$ cat src/rtl/vtg_pkg.sv
package vtg_pkg;

  localparam int LT_W = 4;
  localparam logic [LT_W-1:0] LT_ACTIVE = 4'h0;

  typedef struct packed {
    logic run;      // generator released
    logic hsAct;    // current pixel inside hsync window
    logic vsAct;    // current line inside vsync window
    logic passVid;  // current line lets video through
  } vtgStrobe_t;

endpackage

$ cat src/rtl/vtg_bp_select.sv
module vtg_bp_select #(
  parameter int LW  = 11,
  parameter int NBP = 3,
  parameter int TW  = 4
) (
  input  logic [LW-1:0]     lineCnt,
  input  logic [NBP*LW-1:0] bpLine,
  input  logic [NBP*TW-1:0] bpType,
  output logic [TW-1:0]     lineType
);

  logic [NBP-1:0] reached;

  for (genvar i = 0; i < NBP; i++) begin : g_cmp
    assign reached[i] = lineCnt >= bpLine[i*LW +: LW];
  end

  // Ascending entries: the highest reached one wins; none reached keeps
  // the type of the last entry (the frame-end breakpoint).
  always_comb begin
    lineType = bpType[(NBP-1)*TW +: TW];
    for (int i = 0; i < NBP; i++) begin
      if (reached[i]) lineType = bpType[i*TW +: TW];
    end
  end

endmodule

$ cat src/rtl/vtg_ctrl.sv
module vtg_ctrl
  import vtg_pkg::*;
#(
  parameter int PW  = 12,
  parameter int LW  = 11,
  parameter int NBP = 3
) (
  input  logic                 clk,
  input  logic                 rstN,
  input  logic                 runEn,
  input  logic                 passEn,
  input  logic [PW-1:0]        pixTotal,
  input  logic [PW-1:0]        hsWidth,
  input  logic [LW-1:0]        lineTotal,
  input  logic [LW-1:0]        vsStartP1,
  input  logic [LW-1:0]        vsWidthP1,
  input  logic [NBP*LW-1:0]    bpLine,
  input  logic [NBP*LT_W-1:0]  bpType,
  output vtgStrobe_t           strb
);

  logic [PW-1:0]   pixCnt;
  logic [LW-1:0]   lineCnt;
  logic            pixLast;
  logic            lineLast;
  logic [LT_W-1:0] lineType;

  assign pixLast  = pixCnt  >= (pixTotal  - PW'(1));
  assign lineLast = lineCnt >= (lineTotal - LW'(1));

  always_ff @(posedge clk or negedge rstN) begin
    if (!rstN) begin
      pixCnt  <= '0;
      lineCnt <= '0;
    end else if (!runEn) begin
      pixCnt  <= '0;
      lineCnt <= '0;
    end else if (pixLast) begin
      pixCnt  <= '0;
      lineCnt <= lineLast ? '0 : lineCnt + LW'(1);
    end else begin
      pixCnt  <= pixCnt + PW'(1);
    end
  end

  vtg_bp_select #(.LW(LW), .NBP(NBP), .TW(LT_W)) u_bpSel (
    .lineCnt  (lineCnt),
    .bpLine   (bpLine),
    .bpType   (bpType),
    .lineType (lineType)
  );

  // Vertical sync window, registers hold (value + 1).
  logic [LW:0]   vsStartRaw;
  logic [LW:0]   vsStartLine;
  logic [LW:0]   vsOffset;
  logic [LW-1:0] vsLen;

  always_comb begin
    vsStartRaw  = (vsStartP1 == '0) ? '0 : {1'b0, vsStartP1} - (LW+1)'(1);
    vsStartLine = (vsStartRaw >= {1'b0, lineTotal}) ? vsStartRaw - {1'b0, lineTotal}
                                                    : vsStartRaw;
    if ({1'b0, lineCnt} >= vsStartLine)
      vsOffset = {1'b0, lineCnt} - vsStartLine;
    else
      vsOffset = {1'b0, lineCnt} + {1'b0, lineTotal} - vsStartLine;
    vsLen = (vsWidthP1 == '0) ? '0 : vsWidthP1 - LW'(1);
  end

  always_comb begin
    strb.run     = runEn;
    strb.hsAct   = pixCnt < hsWidth;
    strb.vsAct   = vsOffset < {1'b0, vsLen};
    strb.passVid = (lineType == LT_ACTIVE) || passEn;
  end

  a_r1_hold_origin: assert property (@(posedge clk) disable iff (!rstN)
    !runEn |=> (pixCnt == '0) && (lineCnt == '0));

  a_r2_pix_wrap: assert property (@(posedge clk) disable iff (!rstN)
    runEn && (pixCnt == pixTotal - PW'(1)) |=> pixCnt == '0);

  a_r2_line_step: assert property (@(posedge clk) disable iff (!rstN)
    runEn && (pixCnt == pixTotal - PW'(1)) && (lineCnt < lineTotal - LW'(1))
      |=> lineCnt == $past(lineCnt) + LW'(1));

  a_r2_line_hold: assert property (@(posedge clk) disable iff (!rstN)
    runEn && (pixCnt != pixTotal - PW'(1)) && (pixCnt < pixTotal) |=> $stable(lineCnt));

  a_r3_hs_at_origin: assert property (@(posedge clk) disable iff (!rstN)
    runEn && (pixCnt == '0) && (hsWidth != '0) |-> strb.hsAct);

endmodule

$ cat src/rtl/vtg_datapath.sv
module vtg_datapath
  import vtg_pkg::*;
#(
  parameter int DW = 30
) (
  input  logic          clk,
  input  logic          rstN,
  input  vtgStrobe_t    strb,
  input  logic [1:0]    syncPol,
  input  logic [DW-1:0] pixIn,
  output logic          hsOut,
  output logic          vsOut,
  output logic [DW-1:0] vidOut
);

  // One register stage on every output keeps sync and video aligned.
  always_ff @(posedge clk or negedge rstN) begin
    if (!rstN) begin
      hsOut  <= 1'b0;
      vsOut  <= 1'b0;
      vidOut <= '0;
    end else begin
      hsOut  <= (strb.run & strb.hsAct) ^ ~syncPol[0];
      vsOut  <= (strb.run & strb.vsAct) ^ ~syncPol[1];
      vidOut <= (strb.run && strb.passVid) ? pixIn : '0;
    end
  end

  a_r7_blocked_zero: assert property (@(posedge clk) disable iff (!rstN)
    !(strb.run && strb.passVid) |=> vidOut == '0);

  a_r9_video_aligned: assert property (@(posedge clk) disable iff (!rstN)
    strb.run && strb.passVid |=> vidOut == $past(pixIn));

  a_r1_hs_idle: assert property (@(posedge clk) disable iff (!rstN)
    !strb.run |=> hsOut == ~$past(syncPol[0]));

  a_r8_vs_level: assert property (@(posedge clk) disable iff (!rstN)
    strb.run && strb.vsAct |=> vsOut == $past(syncPol[1]));

endmodule

$ cat src/rtl/vtg_timing_gen.sv
module vtg_timing_gen
  import vtg_pkg::*;
#(
  parameter int PW  = 12,
  parameter int LW  = 11,
  parameter int NBP = 3,
  parameter int CW  = 10,
  localparam int DW = 3 * CW
) (
  input  logic                clk,
  input  logic                rstN,
  input  logic                runEn,
  input  logic                passEn,
  input  logic [1:0]          syncPol,
  input  logic [PW-1:0]       cfgPixTotal,
  input  logic [PW-1:0]       cfgHsWidth,
  input  logic [LW-1:0]       cfgLineTotal,
  input  logic [LW-1:0]       cfgVsStart,
  input  logic [LW-1:0]       cfgVsWidth,
  input  logic [NBP*LW-1:0]   cfgBpLine,
  input  logic [NBP*LT_W-1:0] cfgBpType,
  input  logic [DW-1:0]       pixIn,
  output logic                hsOut,
  output logic                vsOut,
  output logic [DW-1:0]       vidOut
);

  vtgStrobe_t strb;

  vtg_ctrl #(.PW(PW), .LW(LW), .NBP(NBP)) u_ctrl (
    .clk       (clk),
    .rstN      (rstN),
    .runEn     (runEn),
    .passEn    (passEn),
    .pixTotal  (cfgPixTotal),
    .hsWidth   (cfgHsWidth),
    .lineTotal (cfgLineTotal),
    .vsStartP1 (cfgVsStart),
    .vsWidthP1 (cfgVsWidth),
    .bpLine    (cfgBpLine),
    .bpType    (cfgBpType),
    .strb      (strb)
  );

  vtg_datapath #(.DW(DW)) u_dp (
    .clk     (clk),
    .rstN    (rstN),
    .strb    (strb),
    .syncPol (syncPol),
    .pixIn   (pixIn),
    .hsOut   (hsOut),
    .vsOut   (vsOut),
    .vidOut  (vidOut)
  );

endmodule

$ cat config.mk
export PLATFORM = sky130hd
export DESIGN_NAME = vtg_timing_gen
export DESIGN_NICKNAME = d
export VERILOG_FILES = /design/src/rtl/vtg_pkg.sv /design/src/rtl/vtg_bp_select.sv /design/src/rtl/vtg_ctrl.sv /design/src/rtl/vtg_datapath.sv /design/src/rtl/vtg_timing_gen.sv
export SDC_FILE = /design/constraint.sdc
export NUM_CORES = 1
export LEC_CHECK = 0
export BUFFER_PORTS_ARGS = -buffer_cell sky130_fd_sc_hd__buf_2
export CAP_MARGIN = 20
export CORE_ASPECT_RATIO = 1.75
export CORE_MARGIN = 3
export CORE_UTILIZATION = 50
export CTS_CLUSTER_SIZE = 8
export DETAILED_ROUTE_END_ITERATION = 8
export PLACE_DENSITY_LB_ADDON = 0.1
export SKIP_CTS_REPAIR_TIMING = 1
export SLEW_MARGIN = 20
export SYNTH_ARGS = -nofsm -noshare
export SYNTH_HDL_FRONTEND = slang
export SYNTH_SLANG_ARGS = --single-unit
$ cat constraint.sdc
create_clock -name clk -period 6.2 [get_ports clk]
set_clock_uncertainty 0.1 [all_clocks]
set_input_delay 1.24 -clock clk [delete_from_list [all_inputs] [get_ports clk]]
set_output_delay 1.24 -clock clk [all_outputs]
set_load 0.02 [all_outputs]
==> impl_metrics.tcl <==
set metrics [dict create \
    detail-route-antenna-nets 0 \
    clkTransAtPathRegs_ns 0.08 \
    synth_top_family_by_area "adder cells" \
    path_buf_inv 5 \
    critPathSlowestCell "or3_4" \
    fin_ws_ns -0.782 \
    hpwl_microns 18100 \
    endpoint "u_dp.vsOut" \
    synth.top_cell.area_share_pct 21.5 \
    period_share_pct 113 \
    async_flop_share_pct 100 \
    drc 0 \
    avgSynthCellArea_sq_um 8.30 \
    ys_seq_area_share_pct 20.0 \
    fmax_mhz 143 \
    finalSetupViolCount 1 \
    synthCells 828 \
    synthMuxAreaShare_pct 1.93 \
    crit_cells 34 \
    rr_worst_depth 22 \
    slowest_delay_ns 0.41 \
    synth-xor-area-share_pct 8.41 \
    grt_usage_pct 28.2 \
    crit_path_start "cfgVsStart[0]" \
    crit_family "compound AO/OA/AOI/OAI gates" \
    io_pins 170 \
    finish.utilization_pct 69.2 \
    ff2ff_setup_slack_ns 1.87 \
    yosys-top-cells-area "ha_1, dfrtp_1, xnor2_1" \
    gp_congestion 0.967 \
    p_per_area_mw_per_mm2 212 \
    drt_iter0_drc 178 \
    cts_root_buf "clkbuf_16" \
    initial_utilization_pct 51.1 \
    synthToLayoutAreaGrowth_pct 35.4 \
    rr_startpoint "u_ctrl.lineCnt[0]" \
    holdCritPathClass "flip-flop to flip-flop" \
    rsz0062_at_grt "yes" \
    syn_nets 1095 \
    gr-total-overflow 0 \
    routed_wl_microns 21500 \
    dr.pass1.iters 5 \
    diodes 0 \
    ys_types 74 \
    synth-seq-cells 55 \
    critPathLaunchType "input pin" \
    ir_worst_vdd_v 0.000156 \
    finalHoldViolations 0 \
    maxCapViolations 0 \
    num_rows 56 \
    cp_max_fo 5 \
    antenna_found_initial 0 \
    netlist_area_sq_mm 0.00687 \
    dieArea_sq_mm 0.0152 \
    synth_edf_count 0 \
    violations "negative setup slack" \
    arrival_ns 7.11 \
    ys_warn_count 0 \
    grt_pass1_vias 7477 \
    yosys.area_share.simple_pct 20.9 \
    slew_viol_final 0 \
    synth_compound_area_share_pct 17.7 \
    cts_tree "yes" \
    worst_pin_slew_ns 0.717 \
    die_y_microns 161 \
    fin_hold_ws_ns 0.418 \
    die_w_microns 94.6 \
    max_slew_margin_pct 52.2 \
    viasPerCell 5.43 \
    drive_gt1_share_pct 32.7 \
    fp.coreArea_sq_mm 0.0135 \
    synth_fa_ha_area_share_pct 24.8 \
    synth_largest_area_cell "ha_1" \
    fin_area_sq_mm 0.00930 \
    nets 1405 \
    required_ns 6.33 \
    routedWlPerCell_microns 16.3 \
    fill_cells 1186 \
    status "finished, violations left" \
    clk_latency_ns 0.30 \
    portBuffers 169 \
    grt_max_degree 56 \
    rr_endpoint "u_dp.vsOut" \
    placed_area_sq_mm 0.00896 \
    numClockSinks 55 \
    critPathKind "input pin to flip-flop" \
    synth_most_common_cell "ha_1" \
    h-tree-depth 2 \
    synth_ff_type "dfrtp_1" \
    fin_crit_ns 6.98 \
    critPathCaptureType "flip-flop" \
    cp_common_cell "ha_1" \
    clock_path_buffers 2 \
    synth.top_cells.by_count "ha_1, inv_1, nand2_1" \
    grt_first_pass_wirelength_microns 33800 \
    leakage_nw 5.03 \
    vias 7124 \
    cts_buffers 5 \
]
-- final cells by class --
type | instances | area, sq um | share of cell area, %
repair buffers | 316 | 1950 | 21.0
multi-input cells | 666 | 5250 | 56.4
clock buffers | 6 | 139 | 1.49
flip-flops and latches | 55 | 1380 | 14.8
inverters | 94 | 354 | 3.81
clock inverters | 2 | 20.0 | 0.215
well taps | 174 | 218 | 2.34
-- layer usage --
layer,vias to the layer above,GRT usage (%),share of wire [%]
li1,3545,-,-
met1,3341,26.1,33
met2,159,55.2,56
met5,-,0,0
met3,79,3.22,2.7
met4,0,18.6,7.5
-- worst min path at each step --
stage,from,endpoint,cells past startpoint
global route,u_ctrl.pixCnt[0],u_ctrl.pixCnt[0],1
CTS,u_ctrl.pixCnt[0],u_ctrl.pixCnt[0],1
floorplan,u_ctrl.pixCnt[0],u_ctrl.pixCnt[0],1
finish,u_ctrl.pixCnt[0],u_ctrl.pixCnt[0],1
detailed placement,u_ctrl.pixCnt[0],u_ctrl.pixCnt[0],1
global placement,u_ctrl.pixCnt[0],u_ctrl.pixCnt[0],1
-- metrics by stage --
| step | instances | worst slack, ns | TNS, ns | power (mW) |
|---|---|---|---|---|
| after detailed placement | 1299 | -1.40 | -1.40 | 1.59 |
| after global routing | 1313 | -1.13 | -1.13 | 2.14 |
| after global placement | 1299 | -1.26 | -1.26 | 1.57 |
| after floorplan | 828 | -0.808 | -0.808 | 1.10 |
| final | 1313 | -0.782 | -0.782 | 1.98 |
| after CTS | 1307 | -1.11 | -1.11 | 1.91 |
-- registers in the layout (all words and copies together), names as in the netlist --
signal          cells
u_dp.hsOut          1
u_dp.vidOut        30
u_ctrl.lineCnt     11
u_ctrl.pixCnt      12
u_dp.vsOut          1
-- cell usage in the layout, fill, tap and decap left out, types with 10 or more instances in the layout --
cell     instances
nand4_1         11
dfrtp_1         55
xor2_1          24
nor4_1          10
and2_1          31
o21ai_0         18
and3_1          12
o21a_1          17
nand3_1         27
buf_2          169
a21oi_1         40
nand2_1         65
nor2_1          54
a21o_1          21
inv_1           93
fa_1            10
ha_1           115
buf_4          147
nor3_1          25
xnor2_1         42
-- logic make-up (layout without fill, tap and decap cells) --
kind of cell               after synthesis  in the layout
and+or+nand+nor                        278            279
AOI/OAI and AO/OA                      178            178
adders and majority gates              130            130
buffers and inverters                  108            418
xor gates and xnor gates                66             66
DFF                                     55             55
muxes                                   13             13
-- where the power goes --
| group | internal (mW) | switching (mW) | total (mW) |
|---|---|---|---|
| Combinational | 0.622 | 0.630 | 1.25 |
| Sequential | 0.379 | 0.0295 | 0.408 |
| Clock | 0.165 | 0.151 | 0.316 |
-- worst reg2reg max path, stage by stage (launching register included) --
cell and delay (ns):
dfrtp_1 0.45, inv_1 0.24, ha_1 0.30, inv_1 0.08
ha_1 0.15, inv_1 0.06, fa_2 0.35, nor2b_2 0.14
o21ai_2 0.08, a21boi_2 0.19, o21ai_2 0.09, a21oi_2 0.18
o21ai_2 0.09, a21boi_2 0.14, o21a_1 0.16, nor3_1 0.05
o31ai_1 0.24, ha_1 0.30, a211oi_2 0.18, o221ai_1 0.13
a21o_1 0.18, a211oi_2 0.21, xnor2_1 0.14
(Power assumes the default switching activity.)
